File: src/rtl/dbn_pkg.sv
package dbn_pkg;

  typedef enum logic [1:0] {
    FLT_OFF       = 2'b00,
    FLT_KEEP_LOW  = 2'b01,
    FLT_KEEP_HIGH = 2'b10,
    FLT_BOTH      = 2'b11
  } flt_mode_e;

  // Is a transition toward level 'rising' subject to the debounce window?
  function automatic logic dir_filtered(flt_mode_e mode, logic rising);
    logic f;
    case (mode)
      FLT_KEEP_LOW:  f = rising;
      FLT_KEEP_HIGH: f = ~rising;
      FLT_BOTH:      f = 1'b1;
      default:       f = 1'b0;
    endcase
    return f;
  endfunction

  // log2 of the tick length for the two range-select bits
  function automatic int unsigned range_log2(logic [1:0] sel, int unsigned l0,
                                             int unsigned l1, int unsigned l2,
                                             int unsigned l3);
    int unsigned r;
    case (sel)
      2'b00:   r = l0;
      2'b01:   r = l1;
      2'b10:   r = l2;
      default: r = l3;
    endcase
    return r;
  endfunction

  function automatic int unsigned max_of4(int unsigned a, int unsigned b,
                                          int unsigned c, int unsigned d);
    int unsigned m;
    m = 1;
    if (a > m) m = a;
    if (b > m) m = b;
    if (c > m) m = c;
    if (d > m) m = d;
    return m;
  endfunction

endpackage

File: src/rtl/dbn_sync.sv
module dbn_sync #(
  parameter int STAGES = 2
) (
  input  logic clk,
  input  logic rst_n,
  input  logic d_async,
  output logic d_sync
);
  localparam int NS = (STAGES < 2) ? 2 : STAGES;

  logic [NS-1:0] chain_q;

  always_ff @(posedge clk or negedge rst_n) begin
    if (!rst_n) chain_q <= '0;
    else        chain_q <= {chain_q[NS-2:0], d_async};
  end

  assign d_sync = chain_q[NS-1];
endmodule

File: src/rtl/dbn_prescale.sv
module dbn_prescale import dbn_pkg::*; #(
  parameter int unsigned RNG0_LOG2 = 1,
  parameter int unsigned RNG1_LOG2 = 3,
  parameter int unsigned RNG2_LOG2 = 9,
  parameter int unsigned RNG3_LOG2 = 11,
  parameter int unsigned PRE_W     = 11
) (
  input  logic       clk,
  input  logic       rst_n,
  input  logic       run,
  input  logic       slow_en,
  input  logic [1:0] range_sel,
  output logic       tick
);
  logic [PRE_W-1:0] presc_q;
  logic [PRE_W-1:0] limit;
  logic             at_limit;

  always_comb begin
    limit = PRE_W'((32'd1 << range_log2(range_sel, RNG0_LOG2, RNG1_LOG2,
                                        RNG2_LOG2, RNG3_LOG2)) - 32'd1);
  end

  assign at_limit = (presc_q == limit);
  assign tick     = run & slow_en & at_limit;

  always_ff @(posedge clk or negedge rst_n) begin
    if (!rst_n)       presc_q <= '0;
    else if (!run)    presc_q <= '0;
    else if (slow_en) presc_q <= at_limit ? '0 : presc_q + 1'b1;
  end
endmodule

File: src/rtl/dbn_stable.sv
module dbn_stable #(
  parameter int CNT_W = 4
) (
  input  logic             clk,
  input  logic             rst_n,
  input  logic             run,
  input  logic             tick,
  input  logic [CNT_W-1:0] count,
  output logic             done
);
  logic [CNT_W-1:0] ticks_q;
  logic             last_tick;

  assign last_tick = (ticks_q == (count - CNT_W'(1)));
  assign done      = run & tick & last_tick;

  always_ff @(posedge clk or negedge rst_n) begin
    if (!rst_n)             ticks_q <= '0;
    else if (!run || done)  ticks_q <= '0;
    else if (tick)          ticks_q <= ticks_q + 1'b1;
  end
endmodule

File: src/rtl/gpio_debounce.sv
module gpio_debounce import dbn_pkg::*; #(
  parameter int          CNT_W       = 4,
  parameter int          SYNC_STAGES = 2,
  parameter int unsigned RNG0_LOG2   = 1,
  parameter int unsigned RNG1_LOG2   = 3,
  parameter int unsigned RNG2_LOG2   = 9,
  parameter int unsigned RNG3_LOG2   = 11
) (
  input  logic             clk,
  input  logic             rst_n,
  input  logic             slow_en,
  input  logic             pin_raw,
  input  logic [1:0]       cfg_mode,
  input  logic [CNT_W-1:0] cfg_count,
  input  logic             cfg_large,
  input  logic             cfg_unit,
  output logic             pin_level
);
  localparam int unsigned PRE_W = max_of4(RNG0_LOG2, RNG1_LOG2, RNG2_LOG2, RNG3_LOG2);

  flt_mode_e mode;
  logic      sync_lvl;   // synchronized pin
  logic      pending;    // synchronized pin disagrees with output
  logic      filt;       // this transition must wait out the window
  logic      run;        // window counters active
  logic      tick;       // one tick of the selected range elapsed
  logic      win_done;   // full window elapsed
  logic      level_q;

  assign mode = flt_mode_e'(cfg_mode);

  dbn_sync #(.STAGES(SYNC_STAGES)) i_sync (
    .clk    (clk),
    .rst_n  (rst_n),
    .d_async(pin_raw),
    .d_sync (sync_lvl)
  );

  assign pending = sync_lvl ^ level_q;

  always_comb begin
    filt = dir_filtered(mode, sync_lvl) && (cfg_count != '0);
  end

  assign run = pending & filt;

  dbn_prescale #(
    .RNG0_LOG2(RNG0_LOG2), .RNG1_LOG2(RNG1_LOG2),
    .RNG2_LOG2(RNG2_LOG2), .RNG3_LOG2(RNG3_LOG2),
    .PRE_W    (PRE_W)
  ) i_prescale (
    .clk      (clk),
    .rst_n    (rst_n),
    .run      (run),
    .slow_en  (slow_en),
    .range_sel({cfg_large, cfg_unit}),
    .tick     (tick)
  );

  dbn_stable #(.CNT_W(CNT_W)) i_stable (
    .clk  (clk),
    .rst_n(rst_n),
    .run  (run),
    .tick (tick),
    .count(cfg_count),
    .done (win_done)
  );

  always_ff @(posedge clk or negedge rst_n) begin
    if (!rst_n)                          level_q <= 1'b0;
    else if (pending && (!filt || win_done)) level_q <= sync_lvl;
  end

  assign pin_level = level_q;
endmodule

File: config.mk
export PLATFORM = sky130hd
export DESIGN_NAME = gpio_debounce
export DESIGN_NICKNAME = d
export VERILOG_FILES = /design/src/rtl/dbn_pkg.sv /design/src/rtl/dbn_sync.sv /design/src/rtl/dbn_prescale.sv /design/src/rtl/dbn_stable.sv /design/src/rtl/gpio_debounce.sv
export SDC_FILE = /design/constraint.sdc
export NUM_CORES = 1
export LEC_CHECK = 0
export CORE_MARGIN = 1
export CORE_UTILIZATION = 55
export DETAILED_ROUTE_END_ITERATION = 10
export PLACE_DENSITY = 0.77
export SYNTH_ARGS = -nofsm -noshare
export SYNTH_HDL_FRONTEND = slang
export SYNTH_SLANG_ARGS = --single-unit
File: constraint.sdc
create_clock -name clk -period 5 [get_ports clk]
set_input_delay 0.5 -clock clk [delete_from_list [all_inputs] [get_ports clk]]
set_output_delay 0.5 -clock clk [all_outputs]
set_load 0.02 [all_outputs]
==> results_dict.tcl, run 1 <==
set metrics [dict create \
    path_max_fanout 17 \
    layout-drive-gt1-share_pct 10.8 \
    ys_ff_latch 18 \
    first_pass_iters 4 \
    synth_cells 115 \
    synth_top_area_share_pct 40.2 \
    clkLatencyLatePin_ps 290 \
    critical_path.top_delay_family "compound AO/OA/AOI/OAI gates" \
    grt_pass1_vias 854 \
    syn-num-nets 130 \
    min_to "i_sync.chain_q[1]$_DFF_PN0_" \
    gp_congestion 0.820 \
    vias 910 \
    grt_max_degree 19 \
    r2r-start "i_prescale.presc_q[6]$_DFFE_PN0P_" \
    r2r_slack_ps 2850 \
    peakVddDrop_mv 0.211 \
    portBuffers 12 \
    postCtsSetupBuffers 0 \
    antenna_found_initial 0 \
    post_drt_via_cell_ratio 5.87 \
    critPathBufInv 2 \
    finalCriticalPeriod_ps 2440 \
    holdCritStartpoint "i_sync.chain_q[0]$_DFF_PN0_" \
    cp.required_ps 5210 \
    relSlewSlack_pct 47.0 \
    yosys-top-cells-count "dfrtp_1, nand2_1, a21oi_1" \
    dieArea_um2 2220 \
    rsz0062_at_grt "false" \
    synth_edf_count 0 \
    fin_crit_sh_pct 48.8 \
    num_rows 15 \
    hold_class "reg -> reg" \
    synth_top_area_cell "dfrtp_1" \
    core_area_um2 1820 \
    dp.cells 151 \
    synth.most_common_cell "dfrtp_1" \
    outcome "complete, no violations" \
    r2r_end "pin_level$_DFFE_PN0P_" \
    ant_nets 0 \
    drv_cap 0 \
    syn_area_um2 1120 \
    cts_max_path_buffers 2 \
    cp_data_arrival_time_ps 2650 \
    grt_use_total_pct 24.5 \
    worst_path_max_delay_cell "clkdlybuf4s50_1" \
    final.setup_skew_ps 8.38 \
    wl_per_cell_um 14.4 \
    fin_util_pct 71.5 \
    cts.clk_slew.worst_paths_ps 90 \
    initial_core_util_pct 61.6 \
    yosysUniqueCellTypes 35 \
    cp_cell_sequence "clkdlybuf4s50_1 -> inv_1 -> ha_1 -> a211oi_4 -> nand2_2 -> a21oi_4 -> o21ai_0 -> a31oi_1" \
    grt_pass1_wl_um 3710 \
    crit_path_start_kind "input pin" \
    cp-end-kind "flip-flop" \
    synthTopCellsByArea "dfrtp_1, a21oi_1, nand2_1, xor2_1, a31oi_1" \
    ioPinCount 13 \
    syn_area_per_cell_um2 9.75 \
    tritoncts "built" \
    cts-resized-gates 0 \
    setup_viol 0 \
    grt_overflow 0 \
    synth_warnings 0 \
    wirelength_um 2230 \
    reg2reg_depth 6 \
    cts_root_buf "clkbuf_4" \
    drc 0 \
    dp_hpwl_um 1680 \
    async_flop_share_pct 100 \
    dieHeight_um 47.1 \
    hold_viol_final 0 \
    slew_viol_final 0 \
    syn2layout_area_growth_pct 16.1 \
    htreeDepth 1 \
    slowest_delay_ps 520 \
    cts_hold_buffers 0 \
    max_slew.worst_pin.slew_ps 792 \
    ys_seq_area_share_pct 40.2 \
    nNetsFinal 146 \
    fin_cells 155 \
    cts_made_buffers 3 \
    fmax_ghz 0.410 \
    fin_tns_setup_ps 0 \
    min_path_cells 0 \
    power_density_nw_per_um2 222 \
    num_antenna_cells 0 \
    clock-sinks 18 \
    p_leak_nw 0.572 \
    drtIter0Drc 20 \
    path_class "in -> reg" \
    synthFlopType "dfrtp_1" \
    fp.dieW_um 47.1 \
]
-- cell usage in the layout, fill, tap and decap left out, types with 2 or more instances in the layout --
| master | count |
|---|---|
| a22o_1 | 4 |
| xor2_1 | 5 |
| mux2i_1 | 3 |
| nor3_1 | 2 |
| nand2b_1 | 4 |
| a21oi_1 | 10 |
| dfrtp_1 | 18 |
| o21ai_0 | 4 |
| nor2_1 | 5 |
| inv_1 | 4 |
| clkbuf_4 | 3 |
| and3_1 | 4 |
| nand3_1 | 6 |
| a31oi_1 | 6 |
| ha_1 | 3 |
| o22ai_1 | 2 |
| xnor2_1 | 4 |
| nand2_1 | 13 |
| clkdlybuf4s50_1 | 12 |
-- through the flow --
stage | hold WS [ps] | area, um2 | power (W) | worst slack (ps)
3_3_place_gp | 349 | 1260 | 0.000203 | 2370
5_1_grt | 391 | 1300 | 0.000304 | 2430
6_report | 375 | 1300 | 0.000288 | 2560
3_5_place_dp | 347 | 1260 | 0.000204 | 2260
4_1_cts | 377 | 1300 | 0.000293 | 2570
2_1_floorplan | 204 | 1120 | 0.000184 | 3000
-- area by class of cell --
type	instances	area, um2
Clock buffer	4	36.3
Fill cell	146	519
Inverter	4	15.0
Multi-Input combinational cell	92	648
Sequential cell	18	450
Tap cell	25	31.3
Timing Repair Buffer	12	120
-- layer usage --
metal / global-route usage [%] / wire (um) / vias to the layer above
li1: - / - / 454
met1: 33.4 / 1090 / 442
met2: 36.4 / 1040 / 12
met3: 8.08 / 78 / 2
met4: 9.14 / 12 / 0
met5: 0 / 0 / -
-- worst register-to-register path, stage by stage, from the launching register on --
cell and delay, ps:
dfrtp_1 440, or4_1 550, nor4_2 170, o22a_2 230, nand4_4 150, o21ai_2 190, mux2_1 330
-- report_power, final --
group	switching, W	internal [W]	leakage [nW]
clock	0.0000425	0.0000444	0.0210
combinational	0.0000274	0.0000218	0.307
sequential	0.00000360	0.000149	0.244
total	0.0000735	0.000215	0.572
-- sequential cells by signal, summed over array words and instances (netlist names) --
| signal | cells |
|---|---|
| pin_level | 1 |
| i_stable.ticks_q | 4 |
| i_sync.chain_q | 2 |
| i_prescale.presc_q | 11 |
-- worst max path at each step --
stage                                      startpoint                           endpoint  slack, ps  depth (start not counted)
global placement                         cfg_count[0]              pin_level$_DFFE_PN0P_       2370                          8
CTS                                      cfg_count[0]  i_prescale.presc_q[8]$_DFFE_PN0P_       2570                          8
finish                                   cfg_count[0]  i_prescale.presc_q[8]$_DFFE_PN0P_       2560                          8
floorplan           i_prescale.presc_q[6]$_DFFE_PN0P_              pin_level$_DFFE_PN0P_       3000                          6
detailed placement                       cfg_count[0]  i_prescale.presc_q[8]$_DFFE_PN0P_       2260                          8
global route                             cfg_count[0]  i_prescale.presc_q[6]$_DFFE_PN0P_       2430                          8
-- kinds of logic after synthesis --
logic type / share of synthesized area (%)
simple gates: 21.7
compound gates: 21.1
flops: 40.2
xor+xnor: 7.03
buf+inv: 2.01
mux: 4.69
fa+ha+maj: 3.35
(Power assumes the default switching activity.)
==> run 2, diff against run 1 <==
--- a/config.mk
+++ b/config.mk
@@ -6,9 +6,9 @@
 export NUM_CORES = 1
 export LEC_CHECK = 0
 export CORE_MARGIN = 1
-export CORE_UTILIZATION = 55
+export CORE_UTILIZATION = 49
 export DETAILED_ROUTE_END_ITERATION = 10
-export PLACE_DENSITY = 0.77
+export PLACE_DENSITY = 0.72
 export SYNTH_ARGS = -nofsm -noshare
 export SYNTH_HDL_FRONTEND = slang
 export SYNTH_SLANG_ARGS = --single-unit
==> constraint.sdc (replaced) <==
create_clock -name clk -period 2.2 [get_ports clk]
set_input_delay 0.22 -clock clk [delete_from_list [all_inputs] [get_ports clk]]
set_output_delay 0.22 -clock clk [all_outputs]
set_load 0.02 [all_outputs]
==> run 2 against run 1 <==
Flip-flop and latch count stayed put. Worst hold slack worse by 140 ps. First-iteration DRC count is 50% lower. Total power is 120% higher. Combinational power grew to 2.7 times the previous value. Via count is 1.4% higher. Routed wire length is 3.1% higher. Worst setup slack worse by 2400 ps. Final area is 4.1% higher. Count of clock-buffer cells in the layout is 1 lower. Clock skew is 2.6 ps lower. Register-to-register slack worse by 2700 ps. Critical endpoint is now pin_level$_DFFE_PN0P_.
==> results_dict.tcl, run 2 (same netlist as run 1, synthesis figures left out) <==
set metrics [dict create \
    cts_root_buf "clkbuf_4" \
    grt_pass1_wl_um 4280 \
    clkLatencyLatePin_ps 300 \
    layout_commonest_cell "dfrtp_1" \
    grt_overflow 0 \
    finalCriticalPeriod_ps 2050 \
    slew_viol_final 0 \
    final.setup_skew_ps 5.73 \
    cp_data_arrival_time_ps 2240 \
    post_drt_via_cell_ratio 5.66 \
    largest_reg_flops 11 \
    hold_viol_final 0 \
    rsz0062_at_grt "false" \
    path_max_fanout 5 \
    multi_input_area_um2 648 \
    slowest_delay_ps 550 \
    fin_ws_ps 146 \
    cts.clk_slew.worst_paths_ps 100 \
    dieArea_um2 2480 \
    cp_cell_sequence "or4_1 -> nor4_2 -> o22a_2 -> nand4_4 -> o21ai_2 -> mux2_1" \
    vias 923 \
    ioPinCount 13 \
    num_antenna_cells 0 \
    dieHeight_um 49.8 \
    wirelength_um 2300 \
    grt_pass1_vias 993 \
    layout-drive-gt1-share_pct 14.7 \
    cts_made_buffers 3 \
    postCtsSetupBuffers 0 \
    cts-resized-gates 0 \
    fin_util_pct 65.7 \
    power_density_nw_per_um2 472 \
    fin_tns_setup_ps 0 \
    cts_max_path_buffers 2 \
    crit_path_start_kind "flip-flop" \
    tritoncts "built" \
    setup_viol 0 \
    initial_core_util_pct 54.4 \
    dp_hpwl_um 1740 \
    peakVddDrop_mv 0.361 \
    fp.dieW_um 49.8 \
    portBuffers 12 \
    first_pass_iters 4 \
    holdWs_ps 234 \
    max_slew.worst_pin.slew_ps 369 \
    antenna_found_initial 0 \
    outcome "complete, no violations" \
    gp_congestion 0.810 \
    drc 0 \
    top_register "i_prescale.presc_q" \
    clock-sinks 18 \
    cp-end-kind "flip-flop" \
    drtIter0Drc 10 \
    hold_class "in -> async" \
    p_leak_nw 0.602 \
    relSlewSlack_pct 74.7 \
    fill_cells 170 \
    num_rows 16 \
    wl_per_cell_um 14.1 \
    layout_common_cells "dfrtp_1, nand2_1, clkdlybuf4s50_1" \
    nNetsFinal 153 \
    pre_cts_ws_ps 9.68 \
    grt_use_total_pct 22.6 \
    cp.required_ps 2390 \
    grt_max_degree 19 \
    core_area_um2 2060 \
    fmax_ghz 0.487 \
    htreeDepth 1 \
    syn2layout_area_growth_pct 20.9 \
    cts_hold_buffers 0 \
    ant_nets 0 \
    path_class "reg -> reg" \
    fin_crit_sh_pct 93.4 \
    largest_registers "i_prescale.presc_q: 11 flops, i_stable.ticks_q: 4 flops, i_sync.chain_q: 2 flops" \
    drv_cap 0 \
    worst_path_max_delay_cell "or4_1" \
    seqCellArea_um2 450 \
]
[run 2: changes by cell type in the layout (fill, tap and decap cells not counted)]
cell / previous run / this run
buf_12: 0 / 1
buf_4: 0 / 6
clkbuf_8: 1 / 0
[run 2: worst max-delay path: cells and delay by family (launching register included)]
family / cells / cell delay (ps)
muxes: 1 / 320
DFF: 1 / 430
AOI/OAI and AO/OA: 2 / 380
and+or+nand+nor: 3 / 810
[run 2: per-layer routing]
metal  GRT usage [%]  share of wire [%]
met3            5.86                2.6
met1            28.3                 47
met4            6.67                1.0
met2            38.1                 50
met5               0                  0
[run 2: per-stage QoR]
step / cell area (um2) / instances / total power, W
global route: 1360 / 163 / 0.000673
finish: 1360 / 163 / 0.000639
detailed placement: 1330 / 160 / 0.000484
floorplan: 1120 / 115 / 0.000418
CTS: 1360 / 163 / 0.000652
global placement: 1330 / 160 / 0.000481
[run 2: final timing paths]
| path | from | end | slack, ps | cells past startpoint |
|---|---|---|---|---|
| max in group asynchronous | rst_n | i_prescale.presc_q[10]$_DFFE_PN0P_ | 1770 | 2 |
| min in group clk | i_sync.chain_q[0]$_DFF_PN0_ | i_sync.chain_q[1]$_DFF_PN0_ | 350 | 0 |
| setup reg to reg | i_prescale.presc_q[6]$_DFFE_PN0P_ | pin_level$_DFFE_PN0P_ | 150 | 6 |
| hold reg to reg | i_sync.chain_q[0]$_DFF_PN0_ | i_sync.chain_q[1]$_DFF_PN0_ | 350 | 0 |
| setup / recovery | i_prescale.presc_q[6]$_DFFE_PN0P_ | pin_level$_DFFE_PN0P_ | 150 | 6 |
| hold / removal | rst_n | i_stable.ticks_q[3]$_DFFE_PN0P_ | 230 | 2 |
[run 2: final cells by class]
cell class	count	share of cell area, %
Clock buffer	3	1.66
Inverter	4	1.11
Multi-Input combinational cell	92	47.8
Sequential cell	18	33.2
Tap cell	27	2.49
Timing Repair Buffer	19	13.7
[run 2: power by group]
part / switching [W] / internal, W
Clock: 0.0000986 / 0.0000639
Combinational: 0.0000664 / 0.0000646
Sequential: 0.00000813 / 0.000338
==> run 3, diff against run 2 <==
--- a/config.mk
+++ b/config.mk
@@ -5,9 +5,11 @@
 export SDC_FILE = /design/constraint.sdc
 export NUM_CORES = 1
 export LEC_CHECK = 0
+export CAP_MARGIN = 20
 export CORE_MARGIN = 1
 export CORE_UTILIZATION = 49
 export DETAILED_ROUTE_END_ITERATION = 10
+export HOLD_SLACK_MARGIN = 0.02
 export PLACE_DENSITY = 0.72
 export SYNTH_ARGS = -nofsm -noshare
 export SYNTH_HDL_FRONTEND = slang
==> results of run 3 <==
Same layout as run 2: the final DEF is identical, and so are final timing and power.
